`src/rtl/sys_cfg_pkg.sv`:
```
`timescale 1ns/1ps
// Shared offsets, field positions and types for the system configuration bank.
// Assumes word-aligned byte addresses; field positions are fixed by the map.
package sys_cfg_pkg;

    localparam int OFS_REMAP = 'h00;
    localparam int OFS_PMODE = 'h04;
    localparam int OFS_CFG2  = 'h1C;
    localparam int OFS_COMP  = 'h20;
    localparam int OFS_DRIVE = 'h2C;

    localparam int PMODE_BIT  = 16;
    localparam int LOCKUP_BIT = 0;
    localparam int LOCK_BIT   = 2;
    localparam int CELL_BIT   = 0;
    localparam int READY_BIT  = 8;
    localparam int SCL_BIT    = 0;
    localparam int SDA_BIT    = 1;

    typedef enum logic [2:0] {
        SEL_NONE,
        SEL_REMAP,
        SEL_PMODE,
        SEL_CFG2,
        SEL_COMP,
        SEL_DRIVE
    } reg_sel_t;

    typedef struct packed {
        logic [1:0] remap;
        logic       pmode;
        logic       lock;
        logic       lockup;
        logic       cell_en;
        logic       fmp_scl;
        logic       fmp_sda;
    } cfg_t;

endpackage

```
`src/rtl/sys_cfg_decode.sv`:
```
`timescale 1ns/1ps
// Address decoder: maps the word part of a byte address onto a register
// select. Assumes ADDR_W is wide enough to hold the highest offset.
module sys_cfg_decode
    import sys_cfg_pkg::*;
#(
    parameter int ADDR_W = 8
) (
    input  logic [ADDR_W-1:0] addr_i,
    output reg_sel_t          sel_o
);
    localparam int WA_W = ADDR_W - 2;
    localparam logic [WA_W-1:0] WA_REMAP = WA_W'(OFS_REMAP >> 2);
    localparam logic [WA_W-1:0] WA_PMODE = WA_W'(OFS_PMODE >> 2);
    localparam logic [WA_W-1:0] WA_CFG2  = WA_W'(OFS_CFG2 >> 2);
    localparam logic [WA_W-1:0] WA_COMP  = WA_W'(OFS_COMP >> 2);
    localparam logic [WA_W-1:0] WA_DRIVE = WA_W'(OFS_DRIVE >> 2);

    logic [WA_W-1:0] word_idx;
    logic [1:0]      unused_byte_bits;

    assign word_idx         = addr_i[ADDR_W-1:2];
    assign unused_byte_bits = addr_i[1:0];

    // Purpose: pick the register addressed by the word index.
    always_comb begin
        if (word_idx == WA_REMAP)      sel_o = SEL_REMAP;
        else if (word_idx == WA_PMODE) sel_o = SEL_PMODE;
        else if (word_idx == WA_CFG2)  sel_o = SEL_CFG2;
        else if (word_idx == WA_COMP)  sel_o = SEL_COMP;
        else if (word_idx == WA_DRIVE) sel_o = SEL_DRIVE;
        else                           sel_o = SEL_NONE;
    end

endmodule

```
`src/rtl/sys_cfg_sync.sv`:
```
`timescale 1ns/1ps
// Multi-flop synchronizer for a single asynchronous level.
// Assumes STAGES >= 2; output resets to 0.
module sys_cfg_sync #(
    parameter int STAGES = 2
) (
    input  logic clk,
    input  logic rst_n,
    input  logic d_i,
    output logic q_o
);
    logic [STAGES-1:0] chain;

    // Purpose: shift the input through the flop chain.
    always_ff @(posedge clk) begin
        if (!rst_n) chain <= '0;
        else        chain <= {chain[STAGES-2:0], d_i};
    end

    assign q_o = chain[STAGES-1];

endmodule

```
`src/rtl/sys_cfg_regs.sv`:
```
`timescale 1ns/1ps
// Storage for all writable settings. Applies byte-lane enables, keeps the
// lock sticky until reset, and loads the memory select from the boot pins
// while reset is held. Assumes DATA_W >= 24.
module sys_cfg_regs
    import sys_cfg_pkg::*;
#(
    parameter int DATA_W = 32
) (
    input  logic              clk,
    input  logic              rst_n,
    input  logic [1:0]        boot_mode_i,
    input  logic              wr_i,
    input  reg_sel_t          sel_i,
    input  logic [DATA_W-1:0] wdata_i,
    input  logic [DATA_W/8-1:0] be_i,
    output cfg_t              cfg_o
);
    localparam int LN_REMAP = 0;
    localparam int LN_PMODE = PMODE_BIT / 8;
    localparam int LN_CFG2  = LOCK_BIT / 8;
    localparam int LN_COMP  = CELL_BIT / 8;
    localparam int LN_DRIVE = SDA_BIT / 8;

    cfg_t cfg;
    logic unused_wdata;

    assign unused_wdata = ^{wdata_i, be_i};

    // Purpose: reset, then update the selected register from enabled lanes.
    always_ff @(posedge clk) begin
        if (!rst_n) begin
            cfg       <= '0;
            cfg.remap <= boot_mode_i;
        end else if (wr_i) begin
            case (sel_i)
                SEL_REMAP: if (be_i[LN_REMAP]) cfg.remap <= wdata_i[1:0];
                SEL_PMODE: if (be_i[LN_PMODE]) cfg.pmode <= wdata_i[PMODE_BIT];
                SEL_CFG2: if (be_i[LN_CFG2]) begin
                    cfg.lockup <= wdata_i[LOCKUP_BIT];
                    if (wdata_i[LOCK_BIT]) cfg.lock <= 1'b1;
                end
                SEL_COMP:  if (be_i[LN_COMP]) cfg.cell_en <= wdata_i[CELL_BIT];
                SEL_DRIVE: if (be_i[LN_DRIVE]) begin
                    cfg.fmp_scl <= wdata_i[SCL_BIT];
                    cfg.fmp_sda <= wdata_i[SDA_BIT];
                end
                default: ;
            endcase
        end
    end

    assign cfg_o = cfg;

endmodule

```
`src/rtl/sys_cfg_rdmux.sv`:
```
`timescale 1ns/1ps
// Read-word assembly: places each stored field and the synchronised ready
// flag at its bit position; all other bits and unmapped words are zero.
module sys_cfg_rdmux
    import sys_cfg_pkg::*;
#(
    parameter int DATA_W = 32
) (
    input  reg_sel_t          sel_i,
    input  cfg_t              cfg_i,
    input  logic              ready_i,
    output logic [DATA_W-1:0] word_o
);
    // Purpose: build the word for the selected register.
    always_comb begin
        word_o = '0;
        case (sel_i)
            SEL_REMAP: word_o[1:0] = cfg_i.remap;
            SEL_PMODE: word_o[PMODE_BIT] = cfg_i.pmode;
            SEL_CFG2: begin
                word_o[LOCKUP_BIT] = cfg_i.lockup;
                word_o[LOCK_BIT]   = cfg_i.lock;
            end
            SEL_COMP: begin
                word_o[CELL_BIT]  = cfg_i.cell_en;
                word_o[READY_BIT] = ready_i;
            end
            SEL_DRIVE: begin
                word_o[SCL_BIT] = cfg_i.fmp_scl;
                word_o[SDA_BIT] = cfg_i.fmp_sda;
            end
            default: ;
        endcase
    end

endmodule

```
`src/rtl/sys_cfg_bank.sv`:
```
`timescale 1ns/1ps
// System configuration register bank top. Decodes the bus, holds settings,
// resynchronises the cell ready flag and registers read data.
// Assumes a single clock domain for the bus and all control outputs.
module sys_cfg_bank
    import sys_cfg_pkg::*;
#(
    parameter int ADDR_W      = 8,
    parameter int DATA_W      = 32,
    parameter int SYNC_STAGES = 2
) (
    input  logic                clk,
    input  logic                rst_n,
    input  logic [1:0]          boot_mode_i,
    input  logic                bus_wr_i,
    input  logic                bus_rd_i,
    input  logic [ADDR_W-1:0]   bus_addr_i,
    input  logic [DATA_W-1:0]   bus_wdata_i,
    input  logic [DATA_W/8-1:0] bus_be_i,
    output logic [DATA_W-1:0]   bus_rdata_o,
    input  logic                cell_ready_i,
    output logic [1:0]          remap_sel_o,
    output logic                pmode_ctl_o,
    output logic                brk_mon_en_o,
    output logic                mon_cfg_wp_o,
    output logic                brk_lockup_en_o,
    output logic                cell_en_o,
    output logic                fmp_scl_o,
    output logic                fmp_sda_o
);
    reg_sel_t          sel;
    cfg_t              cfg;
    logic              ready_s;
    logic [DATA_W-1:0] rd_word;

    sys_cfg_decode #(.ADDR_W(ADDR_W)) u_decode (
        .addr_i (bus_addr_i),
        .sel_o  (sel)
    );

    sys_cfg_regs #(.DATA_W(DATA_W)) u_regs (
        .clk         (clk),
        .rst_n       (rst_n),
        .boot_mode_i (boot_mode_i),
        .wr_i        (bus_wr_i),
        .sel_i       (sel),
        .wdata_i     (bus_wdata_i),
        .be_i        (bus_be_i),
        .cfg_o       (cfg)
    );

    sys_cfg_sync #(.STAGES(SYNC_STAGES)) u_sync (
        .clk   (clk),
        .rst_n (rst_n),
        .d_i   (cell_ready_i),
        .q_o   (ready_s)
    );

    sys_cfg_rdmux #(.DATA_W(DATA_W)) u_rdmux (
        .sel_i   (sel),
        .cfg_i   (cfg),
        .ready_i (ready_s),
        .word_o  (rd_word)
    );

    // Purpose: capture the addressed word on a read strobe and hold it.
    always_ff @(posedge clk) begin
        if (!rst_n)        bus_rdata_o <= '0;
        else if (bus_rd_i) bus_rdata_o <= rd_word;
    end

    assign remap_sel_o     = cfg.remap;
    assign pmode_ctl_o     = cfg.pmode;
    assign brk_mon_en_o    = cfg.lock;
    assign mon_cfg_wp_o    = cfg.lock;
    assign brk_lockup_en_o = cfg.lockup;
    assign cell_en_o       = cfg.cell_en;
    assign fmp_scl_o       = cfg.fmp_scl;
    assign fmp_sda_o       = cfg.fmp_sda;

endmodule

```
`config.mk`:
```
export PLATFORM = sky130hd
export DESIGN_NAME = sys_cfg_bank
export DESIGN_NICKNAME = d
export VERILOG_FILES = /design/src/rtl/sys_cfg_pkg.sv /design/src/rtl/sys_cfg_decode.sv /design/src/rtl/sys_cfg_sync.sv /design/src/rtl/sys_cfg_regs.sv /design/src/rtl/sys_cfg_rdmux.sv /design/src/rtl/sys_cfg_bank.sv
export SDC_FILE = /design/constraint.sdc
export NUM_CORES = 1
export LEC_CHECK = 0
export ABC_AREA = 1
export BUFFER_PORTS_ARGS = -buffer_cell sky130_fd_sc_hd__buf_4
export CORE_MARGIN = 10
export CORE_UTILIZATION = 25
export CTS_BUF_LIST = sky130_fd_sc_hd__clkbuf_16
export CTS_CLUSTER_DIAMETER = 80
export DETAILED_ROUTE_END_ITERATION = 12
export GPL_TIMING_DRIVEN = 0
export HOLD_SLACK_MARGIN = 0.12
export MAX_ROUTING_LAYER = met4
export PLACE_DENSITY = 0.58
export SLEW_MARGIN = 5
export SYNTH_ARGS = -nofsm -noshare
export SYNTH_HDL_FRONTEND = slang
export SYNTH_HIERARCHICAL = 1
export SYNTH_SLANG_ARGS = --single-unit
```
`constraint.sdc`:
```
create_clock -name clk -period 3.1 [get_ports clk]
set_input_delay 0.155 -clock clk [delete_from_list [all_inputs] [get_ports clk]]
set_output_delay 0.155 -clock clk [all_outputs]
set_load 0.02 [all_outputs]
```
# Yosys cells after proc, flatten, opt, wreduce, memory -nomap -nowiden
# Index checks and enable logic that the tools add are counted.
[op_classes]
n_eq_ne = 12
n_mux = 23
n_reduce_logical = 7
[op_table]
columns = ["operator", "n"]
rows = [
  ["2-to-1 mux 8 bit", 2],
  ["2-to-1 mux 3 bit", 5],
  ["AND reduction 3 bit", 5],
  ["equality test 6 x 4 -> 1 bit (second input constant)", 2],
  ["2-to-1 mux 2 bit", 6],
  ["2-to-1 mux 1 bit", 8],
  ["equality test 3 x 2 -> 1 bit (second input constant)", 2],
  ["equality test 3 bit (second input constant)", 2],
  ["equality test 6 x 1 -> 1 bit (second input constant)", 1],
  ["equality test 6 x 3 -> 1 bit (second input constant)", 1],
  ["zero test 6 bit", 1],
  ["!= test 2 x 1 -> 1 bit (second input constant)", 3],
  ["one-hot mux 1 bit (4 select lines)", 1],
  ["AND reduction 4 bit", 1],
  ["equality test 3 x 1 -> 1 bit (second input constant)", 1],
  ["one-hot mux 1 bit (2 select lines)", 1],
]
[word_totals]
register_bits = 15
input_bits = 51
output_inout_bits = 41
wordCells = 51

# Depth between registers and ports, before layout
# Gate-level depths: netlist of run 1.
[logic_depth]
depth_word = 10
ltp_mapped = 14
ltp_nobuf = 14

# Modules after synthesis
# Netlist of run 1, hierarchy kept.
[modules_own_cells]
columns = ["module", "instances", "cells_per_inst", "area_per_inst_um2", "seq_area_each_um2"]
rows = [
  ["sys_cfg_bank", 1, 203, 1342.5, 640.6],
  ["sys_cfg_regs", 1, 58, 411.6, 180.2],
  ["sys_cfg_rdmux", 1, 51, 306.5, 0.0],
  ["sys_cfg_decode", 1, 26, 111.4, 0.0],
  ["sys_cfg_sync", 1, 6, 55.1, 40.0],
]

# Worst setup path before layout of run 1
# No wires, ideal clock.
[synth_path]
path_type = "input to register"
startpoint = "input port bus_addr_i[5]"
endpoint = "register, netlist name u_regs/cfg_o[6]"
setup_time_ns = 0.338
arrival_time_ns = 0.957
required_time_ns = 2.762
setup_slack_ns = 1.805
path_stages = 5
n_path_buf = 0
cell_sequence = "nor2_1 nand3_1 nand2_1 nand2_2 o31ai_1"
[synth_via]
elab_chain_cells = 9
elab_cells_between_ends = 13
cone_classes = "eq/ne (6); mux (5); reduce/logical (2)"
[synth_lines]
columns = ["item", "line_no", "source"]
rows = [
  ["from (decl)", "sys_cfg_bank.sv:17", "input logic [ADDR_W-1:0] bus_addr_i,"],
  ["equality test 6 x 4 -> 1 bit", "sys_cfg_decode.sv:31", "else if (word_idx == WA_DRIVE) sel_o = SEL_DRIVE;"],
  ["2-to-1 mux 3 bit", "sys_cfg_decode.sv:31", ""],
  ["2-to-1 mux 3 bit", "sys_cfg_decode.sv:30", "else if (word_idx == WA_COMP) sel_o = SEL_COMP;"],
  ["2-to-1 mux 3 bit", "sys_cfg_decode.sv:29", "else if (word_idx == WA_CFG2) sel_o = SEL_CFG2;"],
  ["2-to-1 mux 3 bit", "sys_cfg_decode.sv:28", "else if (word_idx == WA_PMODE) sel_o = SEL_PMODE;"],
  ["2-to-1 mux 3 bit *", "sys_cfg_decode.sv:27", "if (word_idx == WA_REMAP) sel_o = SEL_REMAP;"],
  ["via sel[0]", "sys_cfg_bank.sv:31", "reg_sel_t sel;"],
  ["equality test 3 x 1 -> 1 bit *", "sys_cfg_regs.sv:36", "case (sel_i)"],
  ["!= test 2 x 1 -> 1 bit (no line) *", "--", ""],
  ["AND reduction 3 bit (no line) *", "--", ""],
]
# The timed path passes the listed nets; every way through them passes the cells marked *.
# A chain may end at the register's enable or synchronous reset.

# Worst setup path in the final report of run 1
[layout_path]
startpoint = "input port bus_addr_i[2]"
endpoint = "register bus_rdata_o[0]"
[layout_via]
elab_chain_cells = 8
elab_cells_between_ends = 15
cone_classes = "eq/ne (8); mux (6); reduce/logical (1)"
[layout_lines]
columns = ["item", "line_no", "source"]
rows = [
  ["equality test 6 x 4 -> 1 bit", "sys_cfg_decode.sv:31", ""],
  ["2-to-1 mux 3 bit", "sys_cfg_decode.sv:31", ""],
  ["2-to-1 mux 3 bit", "sys_cfg_decode.sv:30", ""],
  ["2-to-1 mux 3 bit", "sys_cfg_decode.sv:29", ""],
  ["2-to-1 mux 3 bit", "sys_cfg_decode.sv:28", ""],
  ["2-to-1 mux 3 bit *", "sys_cfg_decode.sv:27", ""],
  ["via sel[2]", "sys_cfg_bank.sv:31", ""],
  ["equality test 3 bit (tied with other cells)", "sys_cfg_rdmux.sv:17", "case (sel_i)"],
  ["one-hot mux 1 bit (4 select lines) *", "sys_cfg_rdmux.sv:17", ""],
  ["via rd_word[0]", "sys_cfg_bank.sv:34", "logic [DATA_W-1:0] rd_word;"],
  ["to (signal assigned)", "sys_cfg_bank.sv:69", "else if (bus_rd_i) bus_rdata_o <= rd_word;"],
  ["to (decl)", "sys_cfg_bank.sv:20", "output logic [DATA_W-1:0] bus_rdata_o,"],
]
# Marked as above.

==> out/metrics.sh, run 1 <==
DIODES=0
FINALHOLDVIOLATIONS=0
CRITICAL_PATH_CELL_COUNT=13
CLOCK_SINKS=42
SKEW_PAIR_LATE_INSERTION_DELAY_NS=0.28
FINAL_WORST_CLOCK_SKEW_NS=0.00348
GRT_START_MAX_NET_PINS=14
PEAK_VDD_IR_uV=201
CLOCKBUFFERDEPTH=2
GRTUSAGETOTAL_PCT=8.09
SYNTH_SEQUENTIAL_AREA_RATIO_PCT=38.7
DIE_HEIGHT_UM=114
FINAL_PERIOD_MINUS_WORST_SETUP_SLACK_NS=1.44
DETAILROUTE.VIA_COUNT=1986
HPWL_UM=3970
SYNTH.AVG_CELL_AREA_UM2=6.47
SYNTH_COMMON_CELLS='nand2_1 (89), nor2_1 (87), inv_1 (53)'
TRITONCTS='yes'
REQUIRED_NS=3.27
POSTROUTEANTENNANETS=0
FINAL_SETUP_VIOLATION_COUNT=0
DETAIL_ROUTE.DRC_VIOLATIONS=0
SYNTHTOPCELLSBYAREA='dfxtp_1 (36%), nand2_1 (15%), nor2_1 (15%), buf_4 (9.4%), inv_1 (8.9%)'
MIN_DELAY_WORST_ENDPOINT='u_sync/chain[1]'
COUNT_OF_INSTANCES_RESIZED_AFTER_THE_CLOCK_TREE_IS_BUILT=0
REGTOREGENDPOINT='bus_rdata_o[0]'
HP-START='rst_n'
LAYOUT_CELLS_SIZED_ABOVE_1_PCT=26.5
DR.PASS1.ITERS=4
I_O_PIN_COUNT=92
WORSTHOLDPATHTYPE='in2reg'
YOSYS.CELL_COUNT.TOP_TYPE='nand2_1'
SYNTH-MAIN-FF-CELL='dfxtp_1'
WIRE_PER_INST_UM=9.32
NETLIST_INSTANCES=344
GRT_SETUP_UNREPAIRED='false'
TIGHTESTPINTRANSITION_NS=0.650
ASYNC_SET_OR_RESET_FLOP_FRACTION_IN_THE_SYNTHESIZED_NETLIST_PCT=0
YOSYSTOPAREACELL='dfxtp_1'
STD_CELL_ROWS=34
NETLIST_AREA_UM2=2230
INITIAL_ANTENNA_VIOLATION_COUNT=0
DRT_ITER0_DRC=65
FINISH.NET_COUNT=487
POST_DRT_VIA_CELL_RATIO=3.64
CLOCK-ROOT-BUFFER='clkbuf_16'
FP.DIEAREA_UM2=13100
AREAGROWTHSYNTHTOFINISH_PCT=37.9
HOLDBUFCOUNTCTS=1
GRT_OVERFLOW=0
POWERDENSITY_nW_PER_UM2=464
CRIT_CHAIN='buf_4 -> nor2_1 -> nor2_1 -> nor2_1 -> inv_2 -> nand3_1 -> nor2_1 -> nor2_1 -> nand2_1 -> inv_1 -> nand2_1 -> nand2_1 -> nor2_1'
H-TREE-DEPTH=2
WORST_PATH_LARGEST_CELL_DELAY_NS=0.52
NUMBER_OF_CELLS_ON_THE_WORST_REG_TO_REG_PATH=8
SYNTH_SEQ_CELLS=42
OUTCOME='finished, final reports clean'
DESIGN.CORE.AREA_UM2=8680
R2R_SETUP_SLACK_NS=2.17
FINALWIRELENGTH_UM=5080
FINALSETUPTNS_NS=0
PLACE_CONGESTION=0.738
SLEW_HEADROOM_PCT=56.5
CTS_SETUP_BUFFERS=0
CRIT_PATH_MAX_FANOUT=9
DIE_W_UM=114
CTS.REPORTEDPATHS.CLKPINSLEW_NS=0.06
END_KIND='flop'
DRV_SLEW=0
PATH_COMMON_CELL='nor2_1'
START_UTIL_PCT=25.7
CRIT_PATH_TOP_DELAY_CELL='nor2_1'
TOTAL_LEAKAGE_POWER_uW=0.00158
CP.BUFFERS_INVERTERS=3
CRIT_FAMILY='simple AND/OR/NAND/NOR gates'
SYNTH_ENABLE_FLOP_CELLS=2
CRIT_TYPE='in2reg'
HOLD_WS_NS=0.132
NUMBER_OF_GLOBAL_ROUTE_VIAS_BEFORE_REPAIR=1886
FIRST_PASS_GRT_WIRE_LENGTH_UM=8500
HOLD-PATH-CELL-COUNT=3
FINAL.PERIOD_UTILIZATION_PCT=46.4
NUMBER_OF_BUFFERS_ADDED_ON_PORTS=58
SHARE_OF_THE_SYNTHESIZED_AREA_IN_THE_TOP_CELL_TYPE_PCT=36.0
WORSTREG2REGSTART='u_regs/cfg_o[6]'
FINALCOREUTILIZATION_PCT=35.4
MAX_FREQ_MHz=696
TIMING.MAX_CAP.VIOLATIONS=0
SYNTH_CELL_TYPE_COUNT=23
TYPE_OF_ORIGIN_OF_THE_CRITICAL_PATH='primary input'
TRITONCTS.NUM_BUFFERS=5
CP.ARRIVAL_NS=1.61
SYNTH_WARNINGS=6
## per-stage QoR
| stage | setup slack, ns | cells | instance area [um2] | total power, uW |
|---|---|---|---|---|
| 6_report | 1.66 | 545 | 3070 | 1420 |
| 5_1_grt | 1.53 | 545 | 3070 | 1510 |
| 4_1_cts | 1.68 | 545 | 3070 | 1460 |
| 3_5_place_dp | 1.39 | 536 | 2900 | 852 |
| 3_3_place_gp | 1.41 | 536 | 2900 | 848 |
| 2_1_floorplan | 1.81 | 370 | 2320 | 760 |
## layout by cell type (no fill, tap or decap), drive strengths merged
cell,instances
a21oi,2
edfxtp,2
nand4,2
o31ai,1
conb,27
dfxtp,40
inv,56
bufinv,1
nor3,2
clkbuf,5
nor2,91
buf,97
clkinv,2
nand3,11
dlygate4sd3,1
nand2,92
o21ai,3
nand3b,1
and3,1
## area by class of cell
cell class / count / area, um2
inverter: 56 / 210
clock buffer: 5 / 125
timing repair buffer: 59 / 445
multi-input combinational: 233 / 945
tap: 108 / 135
fill: 992 / 5610
sequential: 42 / 861
buffer: 39 / 309
clock inverter: 3 / 40.0
## report_power, final
group,switching (uW),total [uW],internal (uW)
combinational,131,245,114
sequential,14.8,591,576
clock,211,588,377
## sequential cells by signal, indices dropped and copies added, names as in the netlist
register	flops
u_sync/chain	2
u_regs/cfg_o	8
bus_rdata_o	32
## worst max-delay path by stage
stage                   from         endpoint
6_report       bus_addr_i[2]   bus_rdata_o[0]
5_1_grt        bus_addr_i[2]   bus_rdata_o[0]
4_1_cts        bus_addr_i[2]   bus_rdata_o[0]
3_5_place_dp   bus_addr_i[2]   bus_rdata_o[0]
3_3_place_gp   bus_addr_i[2]   bus_rdata_o[0]
2_1_floorplan  bus_addr_i[5]  u_regs/cfg_o[6]
## per-layer routing
metal / global-route usage [%] / share of wire [%]
met2: 13.9 / 48
met3: 2.67 / 4.9
met4: 2.01 / 0.63
met1: 8.76 / 46
met5: - / 0
## kinds of logic (layout without fill, tap and decap cells)
kind of cell / Yosys count / count (layout) / share of synthesized area, %
buf+inv: 95 / 162 / 23.3
other cells: 1 / 27 / 0.168
simple gates: 200 / 200 / 36.4
flops: 42 / 42 / 38.7
compound gates: 6 / 6 / 1.46
## worst register-to-register path: cells and delay by family (launching register included)
| kind | cells | cell delay, ns |
|---|---|---|
| flops | 1 | 0.38 |
| buf+inv | 2 | 0.12 |
| simple gates | 6 | 0.32 |
Power figures use the tool's default switching activity.
==> inputs of run 2 (changes only) <==
- ABC_AREA: 1 -> 0
- PLACE_DENSITY: 0.58 -> 0.61
- clock period: 3.1 -> 1.2 ns (I/O delays scaled with it)
==> run 2 against run 1 <==
Sequential share of layout area about the same. Critical path depth fell by 6. Die area shrank 6.7%. Power rose by 130%. Non-clock buffer count increased by 11. Hold slack worse by 0.0081 ns. The flow now finishes with violations (negative setup slack). Clock power grew 110%.
==> out/metrics.sh, run 2 <==
SKEW_PAIR_LATE_INSERTION_DELAY_NS=0.28
TIMING.MAX_CAP.VIOLATIONS=0
FINAL.PERIOD_UTILIZATION_PCT=122
HPWL_UM=3580
PEAK_VDD_IR_uV=503
DESIGN.CORE.AREA_UM2=7850
POST_DRT_VIA_CELL_RATIO=3.86
DR.PASS1.ITERS=4
LARGEST_REG_FLOPS=32
YOSYSTOPAREACELL='dfxtp_1'
HP-START='boot_mode_i[0]'
MAX_FREQ_MHz=681
START_UTIL_PCT=26.1
FINALWORSTSETUPSLACK_NS=-0.269
CTS.REPORTEDPATHS.CLKPINSLEW_NS=0.06
MOST-COMMON-LAYOUT-CELLS='buf_4 (91), dfxtp_1 (40), mux2i_1 (38)'
ASYNC_SET_OR_RESET_FLOP_FRACTION_IN_THE_SYNTHESIZED_NETLIST_PCT=0
NETLIST_INSTANCES=195
FINAL_SETUP_VIOLATION_COUNT=10
PLACE_CONGESTION=0.685
HOLD-PATH-CELL-COUNT=3
SYNTH_COMMON_CELLS='dfxtp_1 (40), mux2i_1 (39), nor2b_1 (32)'
GRTUSAGETOTAL_PCT=7.99
DRV_SLEW=0
I_O_PIN_COUNT=92
DIE_W_UM=111
TRITONCTS.NUM_BUFFERS=5
CRIT_PATH_TOP_DELAY_CELL='or4_4'
INITIAL_ANTENNA_VIOLATION_COUNT=0
CP.ARRIVAL_NS=1.64
FINISH.NET_COUNT=352
SYNTH_SEQUENTIAL_AREA_RATIO_PCT=42.0
TOTAL_LEAKAGE_POWER_uW=0.00149
WORSTHOLDPATHTYPE='in2reg'
GRT_OVERFLOW=0
POWERDENSITY_nW_PER_UM2=1090
SYNTH.AVG_CELL_AREA_UM2=10.5
CP.BUFFERS_INVERTERS=1
CRIT_TYPE='in2reg'
FINALHOLDVIOLATIONS=0
NUMBER_OF_GLOBAL_ROUTE_VIAS_BEFORE_REPAIR=1609
SYNTHTOPCELLSBYAREA='dfxtp_1 (39%), mux2i_1 (19%), buf_4 (10%), nor2b_1 (9.8%), buf_12 (2.9%)'
WIRE_PER_INST_UM=11.8
DIODES=0
WORST_PATH_LARGEST_CELL_DELAY_NS=0.53
NUMBER_OF_BUFFERS_ADDED_ON_PORTS=58
OUTCOME='finished, violations left'
NETLIST_AREA_UM2=2050
REQUIRED_NS=1.37
TRITONCTS='yes'
DRT_ITER0_DRC=17
LAYOUT_CELLS_SIZED_ABOVE_1_PCT=38.7
VIOLATIONS='negative setup slack'
SHARE_OF_THE_SYNTHESIZED_AREA_IN_THE_TOP_CELL_TYPE_PCT=39.1
WORSTREG2REGSTART='u_regs/cfg_o[1]'
CRIT_PATH_MAX_FANOUT=7
MAX_FLOP_REGISTER='bus_rdata_o'
SYNTH-MAIN-FF-CELL='dfxtp_1'
FINALWIRELENGTH_UM=4770
H-TREE-DEPTH=2
GRT_START_MAX_NET_PINS=14
STD_CELL_ROWS=32
HOLD_WS_NS=0.124
CRIT_CHAIN='buf_8 -> or4_4 -> o22ai_4 -> mux2i_2 -> o32ai_2 -> mux2i_1 -> nor2b_1'
FINAL_WORST_CLOCK_SKEW_NS=0.00370
FIRST_PASS_GRT_WIRE_LENGTH_UM=8000
LAYOUT.CELLS.MOST_COMMON='buf_4'
DETAILROUTE.VIA_COUNT=1558
AREAGROWTHSYNTHTOFINISH_PCT=49.7
CLOCK-ROOT-BUFFER='clkbuf_16'
CRIT_FAMILY='simple AND/OR/NAND/NOR gates'
CLOCKBUFFERDEPTH=2
NUMBER_OF_CELLS_ON_THE_WORST_REG_TO_REG_PATH=4
SYNTH_WARNINGS=6
TYPE_OF_ORIGIN_OF_THE_CRITICAL_PATH='primary input'
FINAL_PERIOD_MINUS_WORST_SETUP_SLACK_NS=1.47
FINALCOREUTILIZATION_PCT=39.1
TIMING.CRITICAL_PATH.FROM='bus_addr_i[3]'
CRITICAL_PATH_CELL_COUNT=7
YOSYS.CELL_COUNT.TOP_TYPE='dfxtp_1'
FP.DIEAREA_UM2=12200
SYNTH_SEQ_CELLS=42
SYNTH_CELL_TYPE_COUNT=35
CLOCK_SINKS=42
GRT_SETUP_UNREPAIRED='true'
DETAIL_ROUTE.DRC_VIOLATIONS=0
DIE_HEIGHT_UM=111
POSTROUTEANTENNANETS=0
SYNTH_ENABLE_FLOP_CELLS=2
END_KIND='flop'
==> run 2: area by class of cell <==
type	instances	area [um2]
Inverter	4	15.0
Tap cell	102	128
Timing Repair Buffer	73	589
Fill cell	823	4780
Buffer	36	302
Multi-Input combinational cell	139	1030
Sequential cell	42	861
Clock inverter	3	11.3
Clock buffer	5	125
==> run 2: logic make-up (layout without fill, tap and decap cells) <==
kind of cell | after synthesis | in the layout | synth area share [%]
and+or+nand+nor | 62 | 62 | 19.4
DFF | 42 | 42 | 42.0
buffers and inverters | 40 | 121 | 15.3
muxes | 39 | 39 | 19.1
AOI/OAI and AO/OA | 8 | 8 | 2.81
xor gates and xnor gates | 3 | 3 | 1.28
other | 1 | 27 | 0.183
==> run 2: repair_timing <==
action | in CTS | in global routing
setup endpoints to repair | 13 | 13
pin swaps | 6 | 1
hold buffers | 7 | 0
buffers inserted | 8 | 0
resized for setup | 5 | 3
endpoints found under the hold margin | 7 | 0
==> run 2: worst reg2reg max path, cell delays in order, from the launching register on <==
cell and delay, ns:
dfxtp_1 0.33, mux2i_2 0.22, o32ai_2 0.12, mux2i_1 0.15, nor2b_1 0.06
==> run 2: worst paths after layout <==
path,endpoint,slack (ns)
worst max-delay path,bus_rdata_o[0],-0.27
worst min register to register,u_sync/chain[1],0.44
worst min-delay path,u_regs/cfg_o[6],0.12
worst max register to register,bus_rdata_o[0],0.20
==> run 2: per-layer routing <==
metal  part of all wire [%]  wire length, um  global-route usage (%)  vias up
li1                       -                -                       -      814
met5                      0                0                       -        -
met1                     48             2290                    9.74      707
met4                   0.86               41                    2.33        0
met3                    2.5              119                    2.11        5
met2                     49             2320                    12.6       32
==> run 2: per-stage QoR <==
stage                     TNS (ns)  area, um2  power [uW]  instances  setup slack (ns)
after floorplan              -2.39       2200        1890        221            -0.286
after global placement       -6.03       2760        2080        381            -0.589
after detailed placement     -6.35       2760        2090        381            -0.641
after CTS                    -1.58       3060        3410        404            -0.217
after global routing         -2.19       3070        3500        404            -0.299
final                        -1.88       3070        3340        404            -0.269
==> run 2: power breakdown <==
part | switching (uW) | internal [uW]
Combinational | 267 | 323
Clock | 495 | 747
Sequential | 32.2 | 1470
Total | 795 | 2540
